<file path="src/rtl/ptirq_pkg.sv">
package ptirq_pkg;

  localparam int unsigned GRP_SPAN = 8;
  localparam int unsigned DATA_W   = 8;
  localparam int unsigned ADDR_W   = 3;

  typedef enum logic [ADDR_W-1:0] {
    ADR_FLAG  = 3'd0,
    ADR_GEN   = 3'd1,
    ADR_MSK0  = 3'd2
  } reg_addr_e;

  // Number of pins that fall inside group grp for a block of npins pins.
  function automatic int unsigned pins_in_group(int unsigned grp, int unsigned npins);
    int unsigned lo;
    lo = grp * GRP_SPAN;
    if (npins <= lo) return 0;
    if (npins - lo >= GRP_SPAN) return GRP_SPAN;
    return npins - lo;
  endfunction

  // Address of the mask register belonging to group grp.
  function automatic logic [ADDR_W-1:0] mask_addr(int unsigned grp);
    return ADDR_W'(int'(ADR_MSK0) + int'(grp));
  endfunction

  // New flag value: events win over any clear source.
  function automatic logic flag_next(logic cur, logic evt, logic clr);
    return evt | (cur & ~clr);
  endfunction

endpackage

</file>
<file path="src/rtl/ptirq_sync_edge.sv">
module ptirq_sync_edge #(
  parameter int unsigned NUM_PINS = 27
) (
  input  logic                clk,
  input  logic                rst_n,
  input  logic [NUM_PINS-1:0] pins_i,
  output logic [NUM_PINS-1:0] change_o
);

  for (genvar i = 0; i < NUM_PINS; i++) begin : g_pin
    logic meta_q;
    logic sync_q;
    logic prev_q;

    // During reset every stage follows the pin, so release sees no edge.
    always_ff @(posedge clk) begin
      if (!rst_n) begin
        meta_q <= pins_i[i];
        sync_q <= pins_i[i];
        prev_q <= pins_i[i];
      end else begin
        meta_q <= pins_i[i];
        sync_q <= meta_q;
        prev_q <= sync_q;
      end
    end

    assign change_o[i] = sync_q ^ prev_q;
  end

endmodule

</file>
<file path="src/rtl/ptirq_regs.sv">
module ptirq_regs
  import ptirq_pkg::*;
#(
  parameter int unsigned NUM_PINS   = 27,
  parameter int unsigned NUM_GROUPS = 4
) (
  input  logic                  clk,
  input  logic                  rst_n,
  input  logic [ADDR_W-1:0]     addr_i,
  input  logic                  we_i,
  input  logic [DATA_W-1:0]     wdata_i,
  input  logic [NUM_GROUPS-1:0] flags_i,
  output logic [NUM_GROUPS-1:0] grp_en_o,
  output logic [NUM_PINS-1:0]   mask_o,
  output logic                  flag_wr_o,
  output logic [NUM_GROUPS-1:0] wclr_o,
  output logic [DATA_W-1:0]     rdata_o
);

  logic [NUM_GROUPS-1:0] en_q;
  logic [DATA_W-1:0]     mask_rd [NUM_GROUPS];

  assign flag_wr_o = we_i && (addr_i == ADR_FLAG);
  assign wclr_o    = flag_wr_o ? wdata_i[NUM_GROUPS-1:0] : '0;

  always_ff @(posedge clk) begin
    if (!rst_n) begin
      en_q <= '0;
    end else if (we_i && (addr_i == ADR_GEN)) begin
      en_q <= wdata_i[NUM_GROUPS-1:0];
    end
  end

  assign grp_en_o = en_q;

  for (genvar g = 0; g < NUM_GROUPS; g++) begin : g_mask
    localparam int unsigned LO  = g * GRP_SPAN;
    localparam int unsigned CNT = pins_in_group(g, NUM_PINS);
    localparam logic [ADDR_W-1:0] MY_ADDR = mask_addr(g);

    if (CNT > 0) begin : g_live
      logic [CNT-1:0] m_q;

      always_ff @(posedge clk) begin
        if (!rst_n) begin
          m_q <= '0;
        end else if (we_i && (addr_i == MY_ADDR)) begin
          m_q <= wdata_i[CNT-1:0];
        end
      end

      assign mask_o[LO +: CNT] = m_q;
      assign mask_rd[g]        = DATA_W'(m_q);
    end else begin : g_empty
      assign mask_rd[g] = '0;
    end
  end

  always_comb begin
    rdata_o = '0;
    case (addr_i)
      ADR_FLAG: rdata_o = DATA_W'(flags_i);
      ADR_GEN:  rdata_o = DATA_W'(en_q);
      default: begin
        for (int g = 0; g < NUM_GROUPS; g++) begin
          if (addr_i == mask_addr(g)) rdata_o = mask_rd[g];
        end
      end
    endcase
  end

endmodule

</file>
<file path="src/rtl/ptirq_flags.sv">
module ptirq_flags
  import ptirq_pkg::*;
#(
  parameter int unsigned NUM_GROUPS = 4
) (
  input  logic                  clk,
  input  logic                  rst_n,
  input  logic [NUM_GROUPS-1:0] evt_i,
  input  logic [NUM_GROUPS-1:0] wclr_i,
  input  logic [NUM_GROUPS-1:0] ack_i,
  output logic [NUM_GROUPS-1:0] flags_o
);

  logic [NUM_GROUPS-1:0] flag_q;

  for (genvar g = 0; g < NUM_GROUPS; g++) begin : g_flag
    always_ff @(posedge clk) begin
      if (!rst_n) begin
        flag_q[g] <= 1'b0;
      end else begin
        flag_q[g] <= flag_next(flag_q[g], evt_i[g], wclr_i[g] | ack_i[g]);
      end
    end
  end

  assign flags_o = flag_q;

endmodule

</file>
<file path="src/rtl/pin_toggle_irq.sv">
module pin_toggle_irq
  import ptirq_pkg::*;
#(
  parameter int unsigned NUM_PINS   = 27,
  parameter int unsigned NUM_GROUPS = 4
) (
  input  logic                  clk,
  input  logic                  rst_n,
  input  logic [NUM_PINS-1:0]   pins_i,
  input  logic [ADDR_W-1:0]     reg_addr_i,
  input  logic                  reg_we_i,
  input  logic [DATA_W-1:0]     reg_wdata_i,
  output logic [DATA_W-1:0]     reg_rdata_o,
  input  logic                  global_ie_i,
  input  logic [NUM_GROUPS-1:0] vec_ack_i,
  output logic [NUM_GROUPS-1:0] irq_o
);

  // Named internal events, visible to the bound checker.
  logic [NUM_PINS-1:0]   pin_change;
  logic [NUM_PINS-1:0]   pin_mask;
  logic [NUM_PINS-1:0]   pin_qual;
  logic [NUM_GROUPS-1:0] grp_evt;
  logic [NUM_GROUPS-1:0] grp_en;
  logic [NUM_GROUPS-1:0] grp_flags;
  logic [NUM_GROUPS-1:0] grp_wclr;
  logic                  flag_wr;

  ptirq_sync_edge #(.NUM_PINS(NUM_PINS)) u_edge (
    .clk      (clk),
    .rst_n    (rst_n),
    .pins_i   (pins_i),
    .change_o (pin_change)
  );

  ptirq_regs #(.NUM_PINS(NUM_PINS), .NUM_GROUPS(NUM_GROUPS)) u_regs (
    .clk       (clk),
    .rst_n     (rst_n),
    .addr_i    (reg_addr_i),
    .we_i      (reg_we_i),
    .wdata_i   (reg_wdata_i),
    .flags_i   (grp_flags),
    .grp_en_o  (grp_en),
    .mask_o    (pin_mask),
    .flag_wr_o (flag_wr),
    .wclr_o    (grp_wclr),
    .rdata_o   (reg_rdata_o)
  );

  assign pin_qual = pin_change & pin_mask;

  for (genvar g = 0; g < NUM_GROUPS; g++) begin : g_grp
    localparam int unsigned LO  = g * GRP_SPAN;
    localparam int unsigned CNT = pins_in_group(g, NUM_PINS);
    if (CNT > 0) begin : g_live
      assign grp_evt[g] = |pin_qual[LO +: CNT];
    end else begin : g_empty
      assign grp_evt[g] = 1'b0;
    end
  end

  ptirq_flags #(.NUM_GROUPS(NUM_GROUPS)) u_flags (
    .clk     (clk),
    .rst_n   (rst_n),
    .evt_i   (grp_evt),
    .wclr_i  (grp_wclr),
    .ack_i   (vec_ack_i),
    .flags_o (grp_flags)
  );

  assign irq_o = grp_flags & grp_en & {NUM_GROUPS{global_ie_i}};

endmodule

</file>
<file path="config.mk">
export PLATFORM = sky130hd
export DESIGN_NAME = pin_toggle_irq
export DESIGN_NICKNAME = d
export VERILOG_FILES = /design/src/rtl/ptirq_pkg.sv /design/src/rtl/ptirq_sync_edge.sv /design/src/rtl/ptirq_regs.sv /design/src/rtl/ptirq_flags.sv /design/src/rtl/pin_toggle_irq.sv
export SDC_FILE = /design/constraint.sdc
export NUM_CORES = 1
export LEC_CHECK = 0
export ABC_AREA = 1
export BUFFER_PORTS_ARGS = -buffer_cell sky130_fd_sc_hd__buf_4
export CORE_MARGIN = 4
export CORE_UTILIZATION = 30
export DETAILED_ROUTE_END_ITERATION = 10
export SYNTH_ARGS = -nofsm -noshare
export SYNTH_HDL_FRONTEND = slang
export SYNTH_SLANG_ARGS = --single-unit
</file>
<file path="constraint.sdc">
create_clock -name clk -period 1.6 [get_ports clk]
set_clock_uncertainty 0.15 [all_clocks]
set_input_delay 0.08 -clock clk [delete_from_list [all_inputs] [get_ports clk]]
set_output_delay 0.08 -clock clk [all_outputs]
set_load 0.005 [all_outputs]
</file>
==> flow_summary_export.csv <==
group,metric,value,unit
floorplan,die_area,0.0162,mm^2
sta,slew_viol_final,0,
sta,finalSetupTns,0,ps
pwr,p_leak,0.00276,uW
floorplan,die_w,127,um
layout,synthToLayoutAreaGrowth,38.8,%
place,gp_congestion,0.853,
worst_setup_path,path_max_fanout,2,
layout,drive_gt1_share,16.3,%
layout,final_util,42.6,%
sta,timing.fmax,0.651,GHz
pwr,power.density,1280,mW/mm^2
clock_network,numCtsBuffers,17,
worst_setup_path,critPathMaxStageDelay,300,ps
floorplan,num_io_pins,58,
place,place_hpwl,7.48,mm
global_routing,antenna_found_initial,0,
routing,wire_per_inst,12.2,um
clock_network,clock_latency,410,ps
worst_setup_path,critPathArrivalTime,1310,ps
layout,fin_nets,722,
routing,drtAntennaViolNets,0,
global_routing,grt_pass1_vias,3747,
global_routing,globalRouteTotalUtil,13.7,%
clock_network,tritoncts,"done",
sta,relSlewSlack,71.7,%
outcome,status,"complete, no violations",
hold_path,hp-class,"in2reg",
sta,timing.final.crit_share,95.9,%
logic_synthesis,ys_warn_count,0,
floorplan,rows,43,
worst_setup_path,start_kind,"flip-flop",
pwr,peakVddDrop,0.566,mV
worst_setup_path,end_kind,"primary output",
floorplan,core_area,0.0139,mm^2
worst_setup_path,critPathKind,"reg2out",
sta,worstMarginPinSlew,424,ps
place,port_buffers,57,
global_routing,grt.overflow.total,0,
routing,via_count,3832,
clock_network,cts-htree-levels,4,
clock_network,clock_sinks,116,
logic_synthesis,ys_seq_area_share,54.3,%
worst_setup_path,required,1370,ps
global_routing,grt_max_degree,64,
logic_synthesis,avgSynthCellArea,7.48,um^2
floorplan,start_util,30.7,%
sta,period_needed,1540,ps
sta,final_hold_viol_count,0,
clock_network,clk_pin_slew,50,ps
routing,drtIter0Drc,228,
worst_setup_path,slowest_stage,"dfxtp_1",
logic_synthesis,ys_ff_latch,116,
clock_network,root_buffer,"clkbuf_16",
logic_synthesis,yosysUniqueCellTypes,24,
run,max-cap-violations,0,
logic_synthesis,syn-num-nets,618,
routing,drc,0,
logic_synthesis,synth_cells,572,
sta,setup_viol,0,
layout,antenna_cells,0,
worst_setup_path,path_cells,"inv_1 > o22ai_2 > nor2_1 > nand3b_1 > buf_4",
sta,rsz0062_at_grt,"false",
routing,vias_per_cell,4.41,
logic_synthesis,synth.cell_area,0.00428,mm^2
global_routing,grt_pass1_wl,17.6,mm
routing,firstDrtPassIters,6,
layout,fillers,1375,
routing,drt_wl_total,10.6,mm
clock_network,cts_buffer_depth,2,
floorplan,die_h,127,um
placed cells by master (no fill, tap or decap), drive strengths merged:
cell,count
a21oi,32
buf,61
bufinv,4
clkbuf,20
clkinv,10
dfxtp,116
dlygate4sd3,41
inv,76
nand2,191
nand3,36
nand3b,1
nand4,2
nor2,40
nor3,3
o21ai,43
o221ai,4
o22ai,8
xor2,1
metrics by stage:
stage	hold WS [ps]	total power (uW)	setup slack, ps	instance area, um^2	std cells
4_1_cts	7.23	7700	19.8	5910	868
5_1_grt	43.0	7910	2.24	5940	869
3_3_place_gp	44.7	3730	229	4890	795
6_report	15.7	7630	64.8	5940	869
3_5_place_dp	45.0	3750	159	4890	795
2_1_floorplan	-42.3	3520	568	4280	572
cell usage after synthesis:
library cell / instances / area (um^2)
clkinv_1: 2 / 7.51
nor3_2: 1 / 10.0
nand4_1: 1 / 6.26
xor2_1: 1 / 8.76
nand2_2: 2 / 12.5
o22ai_1: 8 / 50.1
buf_6: 1 / 11.3
nand4_2: 1 / 12.5
o221ai_1: 4 / 35.0
dfxtp_1: 116 / 2320
o21ai_0: 39 / 195
clkbuf_1: 10 / 37.5
nand3_2: 2 / 20.0
nor3_1: 2 / 10.0
buf_2: 6 / 30.0
nand3_1: 34 / 170
nand2_1: 189 / 709
inv_1: 72 / 270
inv_2: 4 / 15.0
nand3b_1: 1 / 7.51
o21ai_1: 4 / 20.0
nor2_1: 39 / 146
a21oi_1: 32 / 160
nor2_4: 1 / 11.3
worst max-delay path: cells and delay by family, from the launching register on:
kind,cells,cell delay [ps]
AO/OA/AOI/OAI,1,100
buffers and inverters,2,250
flip-flops,1,300
AND/OR/NAND/NOR,2,230
sequential cells by signal, summed over array words and instances (netlist names):
name / flops
u_regs.grp_en_o: 4
u_flags.flags_o: 4
u_edge.g_pin.sync_q: 27
u_edge.g_pin.prev_q: 27
u_edge.g_pin.meta_q: 27
u_regs.g_mask.g_live.m_q: 27
final timing paths:
kind              cells after the start  slack (ps)                      startpoint                       to
setup reg to reg                      8         400          u_edge.g_pin[0].sync_q       u_flags.flags_o[0]
hold / removal                        4          20                           rst_n  u_edge.g_pin[22].sync_q
setup / recovery                      5          60  u_regs.g_mask[1].g_live.m_q[2]           reg_rdata_o[2]
hold reg to reg                       2         270          u_edge.g_pin[9].meta_q   u_edge.g_pin[9].sync_q
report_power, final:
part | total, uW | switching (uW) | internal (uW)
sequential | 3170 | 89.3 | 3080
combinational | 601 | 321 | 280
clock | 3860 | 1240 | 2620
final cells by class:
type	instances	area, um^2	area share (%)
clock buffers	20	447	7.52
flip-flops and latches	116	2320	39.1
multi-input cells	361	1610	27.1
inverters	78	293	4.93
well taps	180	225	3.79
clock inverters	12	160	2.70
repair buffers	102	881	14.8
cell families after synthesis:
group	after synthesis	share of synthesized area, %
AO/OA/AOI/OAI	87	10.8
XOR/XNOR	1	0.205
buffers and inverters	95	8.68
flip-flops	116	54.3
AND/OR/NAND/NOR	273	26.1
metal layers:
layer	GRT usage [%]	vias up	routed length [um]
met1	16.6	1713	4690
li1	-	2000	-
met2	22.8	105	5190
met4	5.36	0	167
met3	4.06	14	517
met5	0	-	0
repair_timing:
| action | in CTS | in global routing |
|---|---|---|
| endpoints found under the hold margin | 116 | 0 |
| hold buffers | 41 | 0 |
| resized for setup | 0 | 10 |
| setup buffers | 0 | 1 |
| setup endpoints to repair | 0 | 4 |
Note: power is estimated with default switching activity, not from simulation.
